[src/rtl/sct_pkg.sv]
package sct_pkg;

   typedef enum logic [1:0] {
      PS_RUN  = 2'b00,
      PS_C1   = 2'b01,
      PS_HALT = 2'b10,
      PS_C3   = 2'b11
   } pstate_e;

   // Low-phase length for a duty code in a window of 2**pw cycles.
   // Code 0 maps to half the window; otherwise (2**cw - code) steps.
   function automatic int unsigned stop_len(int unsigned code,
                                            int unsigned pw,
                                            int unsigned cw);
      if (code == 0) return 32'd1 << (pw - 1);
      return ((32'd1 << cw) - code) << (pw - cw);
   endfunction

endpackage

[src/rtl/sct_regs.sv]
module sct_regs #(
   parameter int CODE_W = 3
) (
   input  logic              clk,
   input  logic              rst_n,
   input  logic              wr_sw,
   input  logic              wr_sw_en,
   input  logic [CODE_W-1:0] wr_sw_duty,
   input  logic              wr_therm,
   input  logic [CODE_W-1:0] wr_therm_duty,
   output logic              sw_en,
   output logic [CODE_W-1:0] sw_duty,
   output logic [CODE_W-1:0] therm_duty,
   output logic              therm_lock
);

   always_ff @(posedge clk or negedge rst_n) begin
      if (!rst_n) begin
         sw_en   <= 1'b0;
         sw_duty <= '0;
      end else if (wr_sw) begin
         sw_en   <= wr_sw_en;
         sw_duty <= wr_sw_duty;
      end
   end

   always_ff @(posedge clk or negedge rst_n) begin
      if (!rst_n) begin
         therm_duty <= '0;
         therm_lock <= 1'b0;
      end else if (wr_therm && !therm_lock) begin
         therm_duty <= wr_therm_duty;
         therm_lock <= 1'b1;
      end
   end

   // Once locked, a thermal write must not move the field.
   assert_therm_locked_R6: assert property (@(posedge clk) disable iff (!rst_n)
      (therm_lock && wr_therm) |=> $stable(therm_duty));

endmodule

[src/rtl/sct_period.sv]
module sct_period
   import sct_pkg::*;
#(
   parameter int PERIOD_W = 10,
   parameter int CODE_W   = 3
) (
   input  logic              clk,
   input  logic              rst_n,
   input  logic              active,
   input  logic [CODE_W-1:0] code,
   output logic              stop_n,
   output logic              running
);

   logic [PERIOD_W-1:0] cnt;
   logic [PERIOD_W-1:0] len;
   logic [PERIOD_W-1:0] next_len;
   logic                at_end;

   assign next_len = PERIOD_W'(stop_len(32'(code), PERIOD_W, CODE_W));
   assign at_end   = &cnt;

   always_ff @(posedge clk or negedge rst_n) begin
      if (!rst_n) begin
         running <= 1'b0;
         cnt     <= '0;
         len     <= '0;
      end else if (!active) begin
         running <= 1'b0;
         cnt     <= '0;
      end else if (!running || at_end) begin
         running <= 1'b1;
         cnt     <= '0;
         len     <= next_len;
      end else begin
         cnt     <= cnt + PERIOD_W'(1);
      end
   end

   assign stop_n = !(running && (cnt < len));

   // The pulse width is frozen inside a window.
   assert_len_frozen_R10: assert property (@(posedge clk) disable iff (!rst_n)
      (running && $past(running) && cnt != '0) |-> $stable(len));

   // The window opens with the low phase.
   assert_low_first_R2: assert property (@(posedge clk) disable iff (!rst_n)
      $rose(running) |-> !stop_n);

endmodule

[src/rtl/stopclk_throttle.sv]
module stopclk_throttle
   import sct_pkg::*;
#(
   parameter int PERIOD_W = 10,
   parameter int CODE_W   = 3
) (
   input  logic              clk,
   input  logic              rst_n,
   input  logic              wr_sw,
   input  logic              wr_sw_en,
   input  logic [CODE_W-1:0] wr_sw_duty,
   input  logic              wr_therm,
   input  logic [CODE_W-1:0] wr_therm_duty,
   input  logic              therm_ovr,
   input  logic [1:0]        pwr_state,
   output logic              stop_n,
   output logic              throttling
);

   generate
      if (CODE_W < 1) begin : g_bad_code
         $error("CODE_W must be at least 1");
      end
      if (PERIOD_W <= CODE_W) begin : g_bad_period
         $error("PERIOD_W must exceed CODE_W");
      end
   endgenerate

   logic              sw_en;
   logic [CODE_W-1:0] sw_duty;
   logic [CODE_W-1:0] therm_duty;
   logic              therm_lock;
   logic              in_run;
   logic              active;
   logic [CODE_W-1:0] sel_code;

   sct_regs #(.CODE_W(CODE_W)) u_regs (
      .clk           (clk),
      .rst_n         (rst_n),
      .wr_sw         (wr_sw),
      .wr_sw_en      (wr_sw_en),
      .wr_sw_duty    (wr_sw_duty),
      .wr_therm      (wr_therm),
      .wr_therm_duty (wr_therm_duty),
      .sw_en         (sw_en),
      .sw_duty       (sw_duty),
      .therm_duty    (therm_duty),
      .therm_lock    (therm_lock)
   );

   assign in_run   = (pwr_state == PS_RUN);
   assign active   = in_run && (therm_ovr || sw_en);
   assign sel_code = therm_ovr ? therm_duty : sw_duty;

   sct_period #(.PERIOD_W(PERIOD_W), .CODE_W(CODE_W)) u_period (
      .clk     (clk),
      .rst_n   (rst_n),
      .active  (active),
      .code    (sel_code),
      .stop_n  (stop_n),
      .running (throttling)
   );

   // Outside the running state throttling stops on the next edge.
   assert_halt_quiet_R7: assert property (@(posedge clk) disable iff (!rst_n)
      (pwr_state != 2'b00) |=> !throttling);

   // A stop request is only issued while throttling is reported.
   assert_status_cover_R8: assert property (@(posedge clk) disable iff (!rst_n)
      !stop_n |-> throttling);

endmodule

[config.mk]
export PLATFORM = sky130hd
export DESIGN_NAME = stopclk_throttle
export DESIGN_NICKNAME = d
export VERILOG_FILES = /design/src/rtl/sct_pkg.sv /design/src/rtl/sct_regs.sv /design/src/rtl/sct_period.sv /design/src/rtl/stopclk_throttle.sv
export SDC_FILE = /design/constraint.sdc
export NUM_CORES = 1
export LEC_CHECK = 0
export CAP_MARGIN = 20
export CORE_UTILIZATION = 56
export DETAILED_ROUTE_END_ITERATION = 7
export GPL_ROUTABILITY_DRIVEN = 0
export PLACE_DENSITY = 0.89
export SLEW_MARGIN = 10
export SYNTH_ARGS = -nofsm -noshare
export SYNTH_HDL_FRONTEND = slang
export SYNTH_SLANG_ARGS = --single-unit
[constraint.sdc]
create_clock -name clk -period 3.3 [get_ports clk]
set_clock_uncertainty 0.15 [all_clocks]
set_input_delay 0.33 -clock clk [delete_from_list [all_inputs] [get_ports clk]]
set_output_delay 0.33 -clock clk [all_outputs]
set_load 0.02 [all_outputs]
==> metrics list <==
- In this run the mean area of a mapped cell was 11.9 um^2.
* Number of synthesized register bits: 22
* Syn. warnings: 0
- After filler insertion, the fill cell instance count of the layout stands at 116.
- Share of layout cells above drive strength 1: 17.4%
* Clock insertion delay at the later pin of the skew report: 0.31 ns
- The number of antenna diodes in the final layout is 0.
- The worst setup path is captured at an output port.
- Count of final hold-check violations: 0
- In this run the number of H-tree levels came out at 1.
* Sequential share of the synthesized area: 50.3%
- Number of max-cap violations: 0
* Chip width: 46.2 um
- Total negative setup slack: 0 ns
- Final routed wire length divided by cell count: 14.6 um
- Initial antenna violation count: 0
* Most frequent cells in the layout: 22 x dfrtp_1, 15 x clkdlybuf4s50_1, 11 x nor2_1
- Maximum clock frequency: 411 MHz
- Die ar.: 2130 um^2
- CTS-repair resized insts: 0
- Share of the cycle needed by the critical path after routing: 73.6%
- The number of global-route vias before repair came to 750.
* Final worst hold slack: 0.330 ns
- Worst Hold Class: flop to flop
* Yosys cell types: 33
* Clock Root Buffer: clkbuf_4
- Residual DRC: 0
- Clock edge transition at the registers on the reported setup and hold paths: 0.12 ns
* Rows: 15
- Power Density: 447 nW/um^2
* IO Port Bufs: 15
* Clock Sinks: 22
* Synthesized Nets: 110
* Number of synthesized flops with an enable pin: 0
- Worst Path Arrival: 1.95 ns
* Synth Instances: 92
- In this run the remaining antenna-violating nets after routing total 0.
- Leakage power summed over all cells: 0.551 nW
- Commonest non-fill, non-tap cell in the layout: dfrtp_1
- The routed design has 1950 um of wire.
* Mapped Area: 1090 um^2
* Pins Over Slew Limit: 0
* Half-perimeter wire length after placement: 1460 um
- The first global-routing pass estimated 3220 um of wire.
* Total number of vias: 752
* Via count normalized by instance count: 5.61
- Worst Setup Start Kind: flop
- Pin count of the biggest net entering global routing: 23
* Peak fanout along the critical path: 3
- 16 I/O pins were placed.
* Worst slew margin: 37.7%
- Setup repair after global routing left no endpoint under its margin.
- The worst-case IR drop observed on VDD is 290 uV.
* Die height: 46.2 um
- Before CTS, the worst setup slack after placement is 1.06 ns.
* Critical Path RT: 2.82 ns
- Clock Tree Buf Depth: 2
- The flow ran to the end, and the final reports show no timing, DRC or antenna violations.
- Number of detailed-route iterations in the first pass: 4
- Post-CTS Setup Repair Bufs: 0
- Global routing finished with a remaining overflow of 0.
- TritonCTS built the clock tree.
- For this block, the initial DRC count from the detailed router was 20.
- Area added between synthesis and finish: 20.5%
- The core region is 1780 um^2.
- Initial cell density of the core: 61.3%
- For this run, the leading register cell type out of synthesis is dfrtp_1.
* Net count of the finished layout: 128
- Worst setup path class: flop to output port
- Number of buffers added to fix hold violations after cts: 0
* Final setup margin: 0.870 ns
* Asr flop ratio synth: 100%
- Global routing used 21.5% of the available tracks.
- Worst-Margin Slew: 0.932 ns
* Tmin final: 2.43 ns
- Counting the buffers created by CTS gives 3.
- Cells fill 73.9% of the core in the end.
* Overall power: 0.588 mW
- Setup violations remaining at the end of the flow were counted as 0.
area by class of cell:
| type | instances | area, um^2 | share of cell area, % |
|---|---|---|---|
| clock inverter | 1 | 30.0 | 2.28 |
| timing repair buffer | 15 | 150 | 11.4 |
| tap | 25 | 31.3 | 2.37 |
| multi-input combinational | 63 | 514 | 39.0 |
| inverter | 5 | 18.8 | 1.42 |
| sequential | 22 | 551 | 41.8 |
| clock buffer | 3 | 22.5 | 1.71 |
power by group:
group	leakage [nW]	switching [mW]	internal (mW)
clock	0.0279	0.0818	0.123
sequential	0.279	0.0116	0.291
combinational	0.245	0.0343	0.0468
total	0.551	0.128	0.461
routing by layer:
| layer | up-vias | global-route usage [%] | share of wire (%) |
|---|---|---|---|
| li1 | 354 | - | - |
| met1 | 364 | 27.4 | 44 |
| met2 | 30 | 36.6 | 51 |
| met3 | 4 | 2.35 | 4.1 |
| met4 | 0 | 9.41 | 1.1 |
| met5 | - | 0 | 0 |
state kept, by name, indices dropped and copies added, names as in the netlist:
name and cells:
u_regs.sw_en 1, u_period.len 3, u_period.running 1, u_regs.therm_duty 3, u_period.cnt 10, u_regs.therm_lock 1, u_regs.sw_duty 3
critical path: stages (launching register included):
cell and delay (ns):
dfrtp_1 0.43, ha_1 0.28, a21boi_0 0.16, o21ai_0 0.09, nand3b_1 0.08, clkdlybuf4s50_1 0.60
Yosys cell counts, drive strengths merged, types with 2 or more instances:
master  instances  area [um^2]
a21boi          2         15.0
dfrtp          22          551
nand3           4         32.5
nand2           4         20.0
inv             5         18.8
xor2            3         26.3
o21ai           3         15.0
xnor2           3         26.3
ha              4         50.1
or3             2         17.5
a21oi           2         10.0
mux2i           4         40.0
mux2            8         93.8
nor2           11         41.3
cells by family (layout without fill, tap and decap cells):
kind of cell	after synthesis	count (layout)	share of synthesized area (%)
buffers and inverters	7	24	2.63
XOR/XNOR	6	6	4.81
AND/OR/NAND/NOR	29	29	15.3
multiplexers	12	12	12.2
adder cells (fa/ha/maj)	4	4	4.58
AO/OA/AOI/OAI	12	12	10.1
flip-flops	22	22	50.3
through the flow:
stage / instances / cell area, um^2
after floorplan: 92 / 1090
final: 134 / 1320
after detailed placement: 130 / 1260
after CTS: 134 / 1320
after global placement: 130 / 1260
after global routing: 134 / 1320
worst paths after layout:
kind                                          end  slack, ns  cells after the start              start
worst max-delay path                       stop_n       0.87                      5    u_period.cnt[8]
worst min-delay path            u_regs.therm_lock       0.33                      1  u_regs.therm_lock
worst max register to register    u_period.len[8]       1.28                      5    u_period.cnt[0]
worst min register to register  u_regs.therm_lock       0.33                      1  u_regs.therm_lock
max in group asynchronous         u_period.cnt[5]       2.06                      1              rst_n
min in group asynchronous         u_period.len[7]       0.38                      1              rst_n
Power figures use the tool's default switching activity.
